**config.mk**
```make
export PLATFORM = sky130hd
export DESIGN_NAME = cla16_adder
export DESIGN_NICKNAME = d
export VERILOG_FILES = /design/src/rtl/cla_pkg.sv /design/src/rtl/cla_lookahead4.sv /design/src/rtl/cla_nibble.sv /design/src/rtl/cla16_adder.sv
export SDC_FILE = /design/constraint.sdc
export NUM_CORES = 1
export LEC_CHECK = 0
export BUFFER_PORTS_ARGS = -buffer_cell sky130_fd_sc_hd__buf_2
export CAP_MARGIN = 15
export CORE_UTILIZATION = 46
export DETAILED_ROUTE_END_ITERATION = 6
export PLACE_DENSITY = 0.89
export SYNTH_ARGS = -nofsm -noshare
export SYNTH_HDL_FRONTEND = slang
export SYNTH_HIERARCHICAL = 1
export SYNTH_SLANG_ARGS = --single-unit
```
**constraint.sdc**
```tcl
create_clock -name vclk -period 4.1
set_input_delay 0.41 -clock vclk [all_inputs]
set_output_delay 0.41 -clock vclk [all_outputs]
set_load 0.02 [all_outputs]
```
**src/rtl/cla_pkg.sv**
```systemverilog
`timescale 1ns/1ps
package cla_pkg;

    // Structure of the adder: groups of GRP_W bits, NUM_GRP groups.
    // The second level reuses the same lookahead unit, so NUM_GRP == GRP_W.
    localparam int GRP_W   = 4;
    localparam int NUM_GRP = 4;
    localparam int DATA_W  = GRP_W * NUM_GRP;

    typedef struct packed {
        logic gen;
        logic prop;
    } pg_t;

    // Bit-level generate / propagate pair.
    function automatic pg_t bit_pg(input logic a, input logic b);
        pg_t r;
        r.gen  = a & b;
        r.prop = a ^ b;
        return r;
    endfunction

endpackage

```
**src/rtl/cla_lookahead4.sv**
```systemverilog
`timescale 1ns/1ps
// 4-bit lookahead carry generator: every carry in flat sum-of-products form.
module cla_lookahead4
    import cla_pkg::*;
(
    input  logic [GRP_W-1:0] gen_i,
    input  logic [GRP_W-1:0] prop_i,
    input  logic             c_i,
    output logic [GRP_W-1:0] carry_o,   // carry_o[k] = carry into position k
    output logic             grp_gen_o,
    output logic             grp_prop_o
);

    logic [GRP_W-1:0] g;
    logic [GRP_W-1:0] p;

    assign g = gen_i;
    assign p = prop_i;

    assign carry_o[0] = c_i;
    assign carry_o[1] = g[0]
                      | (p[0] & c_i);
    assign carry_o[2] = g[1]
                      | (p[1] & g[0])
                      | (p[1] & p[0] & c_i);
    assign carry_o[3] = g[2]
                      | (p[2] & g[1])
                      | (p[2] & p[1] & g[0])
                      | (p[2] & p[1] & p[0] & c_i);

    assign grp_gen_o  = g[3]
                      | (p[3] & g[2])
                      | (p[3] & p[2] & g[1])
                      | (p[3] & p[2] & p[1] & g[0]);
    assign grp_prop_o = p[3] & p[2] & p[1] & p[0];

    // The flat carries must agree with the local relation c(k+1) = g(k) | p(k)c(k).
    always_comb begin
        for (int k = 1; k < GRP_W; k++) begin
            assert_carry_chain_R1: assert (carry_o[k] == (g[k-1] | (p[k-1] & carry_o[k-1])))
                else $error("lookahead carry %0d disagrees with local relation", k);
        end
        // Group pair must reproduce the carry out of position 3.
        assert_group_out_R5: assert ((grp_gen_o | (grp_prop_o & c_i)) == (g[3] | (p[3] & carry_o[3])))
            else $error("group generate/propagate disagree with carry out");
    end

endmodule

```
**src/rtl/cla_nibble.sv**
```systemverilog
`timescale 1ns/1ps
// One group: bit cells feeding a lookahead unit, sum from propagate and carry.
module cla_nibble
    import cla_pkg::*;
(
    input  logic [GRP_W-1:0] a_i,
    input  logic [GRP_W-1:0] b_i,
    input  logic             c_i,
    output logic [GRP_W-1:0] sum_o,
    output logic             grp_gen_o,
    output logic             grp_prop_o
);

    pg_t              pg [GRP_W];
    logic [GRP_W-1:0] gen_v;
    logic [GRP_W-1:0] prop_v;
    logic [GRP_W-1:0] carry_v;

    for (genvar i = 0; i < GRP_W; i++) begin : g_bit
        assign pg[i]     = bit_pg(a_i[i], b_i[i]);
        assign gen_v[i]  = pg[i].gen;
        assign prop_v[i] = pg[i].prop;
        assign sum_o[i]  = pg[i].prop ^ carry_v[i];
    end

    cla_lookahead4 u_la (
        .gen_i      (gen_v),
        .prop_i     (prop_v),
        .c_i        (c_i),
        .carry_o    (carry_v),
        .grp_gen_o  (grp_gen_o),
        .grp_prop_o (grp_prop_o)
    );

    always_comb begin
        assert_group_sum_R1: assert ({1'b0, sum_o} ==
                                     (({1'b0, a_i} + {1'b0, b_i} + {{GRP_W{1'b0}}, c_i}) & {1'b0, {GRP_W{1'b1}}}))
            else $error("group sum wrong");
        assert_group_prop_R3: assert (grp_prop_o == (&(a_i ^ b_i)))
            else $error("group propagate wrong");
    end

endmodule

```
**src/rtl/cla16_adder.sv**
```systemverilog
`timescale 1ns/1ps
// 16-bit adder: four group units plus one second-level lookahead unit.
module cla16_adder
    import cla_pkg::*;
(
    input  logic [DATA_W-1:0] a_i,
    input  logic [DATA_W-1:0] b_i,
    input  logic              c_in,
    output logic [DATA_W-1:0] sum_o,
    output logic              c_out,
    output logic              grp_gen_o,
    output logic              grp_prop_o
);

    logic [NUM_GRP-1:0] nib_gen;
    logic [NUM_GRP-1:0] nib_prop;
    logic [NUM_GRP-1:0] nib_carry;   // carry into each group

    for (genvar n = 0; n < NUM_GRP; n++) begin : g_grp
        cla_nibble u_nib (
            .a_i        (a_i[n*GRP_W +: GRP_W]),
            .b_i        (b_i[n*GRP_W +: GRP_W]),
            .c_i        (nib_carry[n]),
            .sum_o      (sum_o[n*GRP_W +: GRP_W]),
            .grp_gen_o  (nib_gen[n]),
            .grp_prop_o (nib_prop[n])
        );
    end

    // Second level: same unit, fed with the group pairs.
    cla_lookahead4 u_top_la (
        .gen_i      (nib_gen),
        .prop_i     (nib_prop),
        .c_i        (c_in),
        .carry_o    (nib_carry),
        .grp_gen_o  (grp_gen_o),
        .grp_prop_o (grp_prop_o)
    );

    assign c_out = grp_gen_o | (grp_prop_o & c_in);

    always_comb begin
        assert_full_sum_R1: assert ({c_out, sum_o} ==
                                    ({1'b0, a_i} + {1'b0, b_i} + {{DATA_W{1'b0}}, c_in}))
            else $error("sum or carry-out wrong");
        assert_full_prop_R3: assert (grp_prop_o == (&(a_i ^ b_i)))
            else $error("16-bit propagate wrong");
        assert_full_gen_R4: assert (grp_gen_o == (({1'b0, a_i} + {1'b0, b_i}) >> DATA_W))
            else $error("16-bit generate wrong");
        assert_chain_R6: assert (!grp_prop_o || (sum_o == {DATA_W{~c_in}}))
            else $error("full propagate chain wrong");
    end

endmodule

```
==> results.md <==
- Top cells by count, synth: 16 x a21o_1, 16 x ha_1, 16 x xor2_1
- Vias in the first global route: 651
- Slew @ Worst Pin: 0.223 ns
- Core Area: 0.00133 sq mm
- Sequential area share after synthesis: 0%
- Critical Path Sink Type: output port
- Gpl congestion: 0.734
- Crit share post-route: 66.0%
- Top cells by area, synth: ha_1 29%, xor2_1 21%, a21o_1 18%
- CLK BUF: 0
- Gate Count Post-Synth: 83
- PostCTS Resize Cnt: 0
- Slowest-stage cell, CP: ha_1
- DR pass1 iterations: 4
- Placed Cells: 145
- GRT met1 Usage: 20.5%
- FILL cells: 119
- Met3 Use GR: 0%
- Final setup violating endpoints: 0
- Slew margin rel.: 85.1%
- Total grt overflow: 0
- Routed Antenna Nets: 0
- Final WL: 1.63 mm
- Die area: 0.00163 sq mm
- Setup Buffers After CTS: 0
- Sequential share of power: 0%
- Power Dens Cells: 219 mW/mm^2
- Largest net degree at the start of global routing: 6
- Sw power: 0.119 mW
- Total internal power: 0.0823 mW
- Worst path cell trace: buf_2 -> ha_1 -> a21oi_1 -> o21ai_1 -> a21o_1 -> a31o_1 -> a21o_1 -> a31o_1 -> xor2_1 -> buf_2
- Hold buffers post-CTS: 0
- Max_cap viols: 0
- First-pass GRT wire length: 2.39 mm
- Mapped Area: 679 sq um
- Buf+Inv Stages, Crit Path: 2
- Grt peak-use layer: met2
- WL/cell: 11.3 microns
- HP Class: input port to output port
- Detailed-route DRC error count: 0
- Final hold vios: 0
- Critical Path Fanout Max: 5
- Die Ht: 40.4 microns
- Sw frac: 59.2%
- Drt first-iter violations: 3
- I/O Buffers: 52
- Routed via count: 793
- WP data arrival: 2.30 ns
- Setup TNS: 0 ns
- Synthesized Nets: 132
- Number of cell rows: 13
- Met2 Use GR: 45.2%
- Clk pwr share: 0%
- Critical path's top delay family: compound AO/OA/AOI/OAI gates
- Non-Filler Instances: 145
- Initial Utilization: 50.9%
- Ports: 52
- Leakage power: 0.588 nW
- Kind of critical path: input port to output port
- Max Clk Rate: 369 MHz
- Layout cells sized above 1: 40.0%
- CP startpoint kind: input port
- Logic gate share of total power: 100.0%
- CP required: 3.69 ns
- RSZ-0062 raised after global routing: false
- Largest stage delay on the critical path: 0.35 ns
- Max VDD drop: 0.138 mV
- Status: finished clean
- Total GRT Usage: 20.0%
- Largest area contributor in the netlist: ha_1
- Post-synthesis cell type count: 9
- ANT cells: 0
- Synth Warn #: 6
- Min Tclk post-route: 2.71 ns
- Num sequential: 0
- Die W: 40.4 microns
- # nets final: 181
- Post-synth top area share: 29.5%
- Via-per-instance ratio: 5.47
- Hpwl dp: 1.50 mm
- Layout area overhead: 35.5%
- Antenna violations before repair: 0
- Syn Area/Cell: 8.19 sq um
- Final count of pins violating max slew: 0
- Reg area: 0 sq um
-- cells by family after synthesis --
group	after synthesis	share of synthesized area, %
adders and majority gates	16	29.5
buffers and inverters	5	5.53
xor gates and xnor gates	16	20.6
AOI/OAI and AO/OA	36	35.2
and+or+nand+nor	10	9.21
-- layout by cell type (no fill, tap or decap) --
cell type and n:
and4_1 5, ha_1 16, buf_2 52, o21ai_1 5, xor2_1 16, a31o_1 5
a21o_1 16, nand2_1 5, a21oi_1 10
-- power groups by stage --
stage / Clock (mW) / Sequential, mW / Combinational [mW]
final: 0 / 0 / 0.202
after global routing: 0 / 0 / 0.220
after CTS: 0 / 0 / 0.202
after detailed placement: 0 / 0 / 0.202
after global placement: 0 / 0 / 0.196
after floorplan: 0 / 0 / 0.143
-- path summary, 6_finish.rpt --
check | endpoint | cells after the start | startpoint | slack [ns]
worst max-delay path | sum_o[15] | 10 | a_i[1] | 1.39
worst min-delay path | sum_o[0] | 3 | c_in | 1.16
-- routing by layer --
layer  part of all wire (%)  up-vias  routed length (microns)
li1                       -      410                        -
met3                    5.7        0                       93
met4                      0        0                        0
met5                      0        -                        0
met2                     53       30                      865
met1                     41      353                      674
-- through the flow --
| step | cell area (sq um) | util [%] | worst slack, ns | power [mW] | hold slack, ns |
|---|---|---|---|---|---|
| final | 921 | 69.0 | 1.39 | 0.202 | 1.16 |
| after global routing | 921 | 69.0 | 1.29 | 0.220 | 1.20 |
| after CTS | 921 | 69.0 | 1.40 | 0.202 | 1.17 |
| after detailed placement | 921 | 69.0 | 1.41 | 0.202 | 1.17 |
| after global placement | 921 | 69.0 | 1.46 | 0.196 | 1.16 |
| after floorplan | 679 | - | 1.56 | 0.143 | 1.01 |
-- layout make-up --
cell class | count | area, sq um | area share, %
multi-input combinational | 78 | 642 | 69.7
tap | 15 | 18.8 | 2.04
timing repair buffer | 52 | 260 | 28.3
Power figures use the tool's default switching activity.
